<file path="config.mk">
export PLATFORM = sky130hd
export DESIGN_NAME = ecc_classify
export DESIGN_NICKNAME = d
export VERILOG_FILES = /design/src/rtl/ecc_chk_pkg.sv /design/src/rtl/ecc_classify.sv
export SDC_FILE = /design/constraint.sdc
export NUM_CORES = 1
export LEC_CHECK = 0
export ABC_AREA = 1
export BUFFER_PORTS_ARGS = -buffer_cell sky130_fd_sc_hd__clkbuf_2
export CORE_MARGIN = 2
export CORE_UTILIZATION = 40
export DETAILED_ROUTE_END_ITERATION = 10
export PLACE_DENSITY = 0.81
export SLEW_MARGIN = 20
export SYNTH_ARGS = -nofsm -noshare
export SYNTH_HDL_FRONTEND = slang
export SYNTH_SLANG_ARGS = --single-unit
</file>
<file path="constraint.sdc">
create_clock -name clk_i -period 0.8 [get_ports clk_i]
set_input_delay 0.04 -clock clk_i [delete_from_list [all_inputs] [get_ports clk_i]]
set_output_delay 0.04 -clock clk_i [all_outputs]
set_load 0.005 [all_outputs]
</file>
<file path="src/rtl/ecc_chk_pkg.sv">
package ecc_chk_pkg;
  localparam int PAR_W_DEF = 11;
  localparam int BIT_W_DEF = 3;
  localparam int GRP_W_DEF = 6;

  typedef enum logic [1:0] {
    VERD_NONE  = 2'b00,
    VERD_FIXED = 2'b01,
    VERD_FIELD = 2'b10,
    VERD_FATAL = 2'b11
  } verdict_e;
endpackage

</file>
<file path="src/rtl/ecc_classify.sv">
module ecc_classify
  import ecc_chk_pkg::*;
#(
  parameter int PAR_W  = 11,
  parameter int BIT_W  = 3,
  parameter int NGRP   = 4,
  parameter int GCNT_W = 3
) (
  input  logic                        clk_i,
  input  logic                        rst_ni,
  input  logic                        vld_i,
  input  logic                        chunk_i,
  input  logic                        zero_i,
  input  logic                        half_ok_i,
  input  logic [PAR_W-1:0]            lo_i,
  input  logic [NGRP-1:0][GCNT_W-1:0] grp_cnt_i,
  output logic                        done_o,
  output logic [1:0]                  verdict_o,
  output logic                        chunk_o,
  output logic [PAR_W-BIT_W:0]        byte_o,
  output logic [BIT_W-1:0]            bit_o
);
  localparam int BYTE_W = PAR_W - BIT_W;
  localparam int PCNT_W = $clog2(2 * PAR_W + 1);

  logic [PCNT_W-1:0] total;
  verdict_e          verd;

  always_comb begin
    total = '0;
    for (int g = 0; g < NGRP; g++) total = total + PCNT_W'(grp_cnt_i[g]);
  end

  always_comb begin
    if (zero_i)                                       verd = VERD_NONE;
    else if (total == PCNT_W'(1))                     verd = VERD_FIELD;
    else if (total == PCNT_W'(PAR_W) && half_ok_i)    verd = VERD_FIXED;
    else                                              verd = VERD_FATAL;
  end

  always_ff @(posedge clk_i or negedge rst_ni) begin
    if (!rst_ni) begin
      done_o    <= 1'b0;
      verdict_o <= 2'b00;
      chunk_o   <= 1'b0;
      byte_o    <= '0;
      bit_o     <= '0;
    end else begin
      done_o <= vld_i;
      if (vld_i) begin
        verdict_o <= verd;
        chunk_o   <= chunk_i;
        if (verd == VERD_FIXED) begin
          byte_o <= {chunk_i, lo_i[PAR_W-1:BIT_W]};
          bit_o  <= lo_i[BIT_W-1:0];
        end else begin
          byte_o <= '0;
          bit_o  <= '0;
        end
      end
    end
  end

  assert_loc_clear_R3: assert property (@(posedge clk_i) disable iff (!rst_ni)
    done_o && verdict_o != VERD_FIXED |-> byte_o == '0 && bit_o == '0);

  assert_fix_needs_halves_R5: assert property (@(posedge clk_i) disable iff (!rst_ni)
    done_o && verdict_o == VERD_FIXED |-> $past(half_ok_i));

  assert_chunk1_offset_R8: assert property (@(posedge clk_i) disable iff (!rst_ni)
    done_o && chunk_o && verdict_o == VERD_FIXED |-> byte_o[BYTE_W]);
endmodule

</file>
==> impl_metrics.py <==
metrics = {
    "outcome": {
        "run_status": "finished, violations left",
        "failed_checks": "negative setup slack",
    },
    "route": {
        "drt_first_iter_violations": 23,
        "route.detailed.wl_per_inst_um": 11.75,
        "drt_total_wl_mm": 2.361,
        "antenna_viol_nets_final": 0,
        "first_pass_detailed_route_iteration_total": 4,
        "routed_vias": 988,
        "vias_per_cell": 4.915,
        "drc": 0,
    },
    "floorplan": {
        "fp-row-count": 17,
        "core-area_um2": 2212,
        "start_util_pct": 42.08,
        "ioPinCount": 45,
        "fp.dieArea_um2": 2729,
        "floorplan.die.height_um": 52.24,
        "die-width_um": 52.24,
    },
    "worst_setup_path": {
        "critical_path.most_common_cell": "sky130_fd_sc_hd__fa_1",
        "regToRegSetupSlack_ns": 0.03,
        "cp_max_fo": 10,
        "critPathLaunchType": "primary input",
        "buffer_and_inverter_count_on_the_worst_path": 4,
        "worstPathRequired_ns": 1.03,
        "cpPeakStageDelay_ns": 0.52,
        "worstReg2RegStart": "verdict_o[0]",
        "timing.critical_path.arrival_ns": 2.46,
        "crit_slowest_cell": "sky130_fd_sc_hd__fa_1",
        "timing.rr.end": "verdict_o[0]",
        "worst_path_dominant_cell_family": "adder cells",
        "crit_type": "in -> reg",
        "end_kind": "register",
        "crit_path_cell_trace": "buf_6 > fa_1 > fa_1 > ha_2 > inv_2 > fa_1 > nand2_1 > inv_1 > nand2_2 > nor2_4 > buf_12 > nand4_1 > nand2_1",
        "ff2ff_path_depth": 3,
    },
    "hold_path": {
        "hold_crit_start": "lo_i[2]",
        "holdPathEnd": "bit_o[2]",
        "worstHoldPathType": "in -> reg",
        "min_path_cells": 3,
    },
    "pwr": {
        "powerDensity_nw_per_um2": 1503,
        "ir_drop_mv": 0.8946,
        "cellLeakagePower_nw": 0.8558,
    },
    "timing": {
        "timing_hold_violations_final": 0,
        "period_needed_ns": 2.233,
        "slew_headroom_pct": 74.92,
        "post-route-period-util_pct": 279.1,
        "hold_ws_ns": 0.01024,
        "worst_pin_slew_ns": 0.3761,
        "final_max_slew_viol_count": 0,
        "maxClockFrequency_mhz": 447.8,
        "setup_violations": 29,
        "rsz0062_at_grt": "yes",
        "finClkSkew_ns": 0,
        "timing.final.ws_setup_ns": -1.433,
    },
    "cells_and_area": {
        "post_route_cells_drive_above_1_share_pct": 43.93,
        "synthToLayoutAreaGrowth_pct": 56.45,
        "layout.filler_cells": 189,
        "area_of_all_placed_cells_without_fillers_um2": 1456,
        "final_stage_net_count": 213,
        "diodes": 0,
        "mostFrequentLayoutCell": "sky130_fd_sc_hd__clkbuf_2",
        "final_cell_mix": "sky130_fd_sc_hd__clkbuf_2, sky130_fd_sc_hd__nand2_1, sky130_fd_sc_hd__buf_4, sky130_fd_sc_hd__dfrtp_1, sky130_fd_sc_hd__nand4_1",
        "final-instance-count-excl-fill": 201,
    },
    "logic_synthesis": {
        "synth-compound-area-share_pct": 0,
        "post_synth_mux_area_share_pct": 0,
        "yosysUniqueCellTypes": 16,
        "synth_simple_gate_area_share_pct": 31.32,
        "postSynthCellCount": 100,
        "share_of_the_synthesized_area_in_the_top_cell_type_pct": 43.01,
        "mappedNetlistNets": 139,
        "xor_xnor_portion_of_the_synthesized_cell_area_pct": 0,
        "flip_flop_and_latch_count_after_synthesis": 16,
        "yosys.area_share.adder_pct": 18.28,
        "synthesis.area_um2": 930.9,
        "synthTopCellsByArea": "sky130_fd_sc_hd__dfrtp_1, sky130_fd_sc_hd__nand2_1, sky130_fd_sc_hd__fa_1",
        "synth_top_cell_by_area": "sky130_fd_sc_hd__dfrtp_1",
        "dominant_combinational_cell_family_by_area_after_synthesis": "simple AND/OR/NAND/NOR gates",
        "synth_warnings": 0,
        "seq_area_frac_synth_pct": 43.01,
        "synth_area_per_cell_um2": 9.309,
    },
    "placed_design": {
        "dp_slack_ns": -1.719,
        "placed_cells_incl_taps": 175,
        "io_buffer_count": 44,
        "gp_routability_congestion": 0.7399,
        "dpl-instance-area_um2": 1219,
        "dp_hpwl_mm": 1.693,
    },
    "cts": {
        "cts_root_buffer": "sky130_fd_sc_hd__clkbuf_4",
        "ctsHtreeMaxLevel": 1,
        "clk_pin_slew_worst_paths_ns": 0.09,
        "insertion_delay_to_the_later_sink_of_the_worst_skew_pair_ns": 0.28,
        "cts-root-to-sink-buffers": 2,
        "cts_made_buffers": 3,
        "tritoncts": "yes",
        "cts.sink_count": 16,
    },
    "global_routing": {
        "gr-usage-all-layers_pct": 18.78,
        "grt_max_degree": 17,
        "global_route.overflow_total": 0,
        "first_global_vias": 910,
        "antenna_found_initial": 0,
        "grt_pass1_wl_mm": 3.739,
    },
    "flow_run": {
        "timing.max_cap.violations": 0,
    },
}
## logic make-up (layout without fill, tap and decap cells)
logic type | after synthesis | in the layout
fa+ha+maj | 10 | 10
buf+inv | 13 | 86
simple gates | 61 | 61
flops | 16 | 16
## final cells by class
cell class              count  area, µm²  share of cell area (%)
multi-input cells          71      466.7                   32.04
clock buffers               4      36.28                   2.491
repair buffers             73      484.2                   33.25
inverters                   9      33.78                   2.320
well taps                  28      35.03                   2.405
flip-flops and latches     16      400.4                   27.49
## Yosys cell counts
cell type and n:
sky130_fd_sc_hd__buf_4 1, sky130_fd_sc_hd__nor2_2 1, sky130_fd_sc_hd__inv_1 7, sky130_fd_sc_hd__nand2_2 2, sky130_fd_sc_hd__fa_1 6, sky130_fd_sc_hd__dfrtp_1 16
sky130_fd_sc_hd__nor2_4 1, sky130_fd_sc_hd__nand2_1 41, sky130_fd_sc_hd__inv_2 2, sky130_fd_sc_hd__buf_2 1, sky130_fd_sc_hd__ha_1 4, sky130_fd_sc_hd__buf_6 2
sky130_fd_sc_hd__nand3_1 1, sky130_fd_sc_hd__nor2_1 2, sky130_fd_sc_hd__nand4_1 12, sky130_fd_sc_hd__nor2_8 1
## worst max-delay path by stage
stage	from	cells after the start	slack [ns]	end
2_1_floorplan	grp_cnt_i[1]	12	-1.47	byte_o[0]
5_1_grt	grp_cnt_i[1]	13	-1.53	byte_o[3]
6_report	grp_cnt_i[1]	13	-1.43	byte_o[4]
3_5_place_dp	grp_cnt_i[1]	13	-1.72	byte_o[4]
3_3_place_gp	grp_cnt_i[1]	13	-1.63	bit_o[2]
4_1_cts	grp_cnt_i[1]	13	-1.41	byte_o[4]
## where the power goes
group / internal (mW) / switching, mW / total (mW)
Combinational: 0.391 / 0.408 / 0.799
Sequential: 0.840 / 0.0184 / 0.858
Clock: 0.277 / 0.254 / 0.532
Total: 1.51 / 0.681 / 2.19
## timing repair
action                     4_1_cts  5_1_grt
pin swaps                        0        1
setup buffers                    7        4
hold buffers                    11        0
gates resized for setup          1        2
setup endpoints to repair       30       30
gates cloned                     0        0
hold endpoints to repair        27        0
## metrics by stage
step,utilization (%),setup TNS [ns],total power [mW]
finish,65.84,-19.65,2.189
global route,65.84,-21.44,2.336
CTS,64.08,-19.49,2.175
detailed placement,55.09,-23.26,1.584
global placement,55.09,-22.41,1.550
floorplan,-,-20.17,1.305
## state kept, by name, indices dropped and copies added (netlist names)
signal,count
verdict_o,2
bit_o,3
byte_o,9
done_o,1
chunk_o,1
## per-layer routing
layer	vias up	GRT usage, %	wire [µm]
li1	467	-	-
met1	471	22.22	897
met2	44	35.86	1305
met3	6	1.714	128
met4	0	5.128	30
met5	-	0	0
## tightest hold or removal path, cell delays in order
cell                       delay (ns)
sky130_fd_sc_hd__clkbuf_2        0.08
sky130_fd_sc_hd__nand4_1         0.09
sky130_fd_sc_hd__nand2_1         0.06
(Power assumes the default switching activity.)
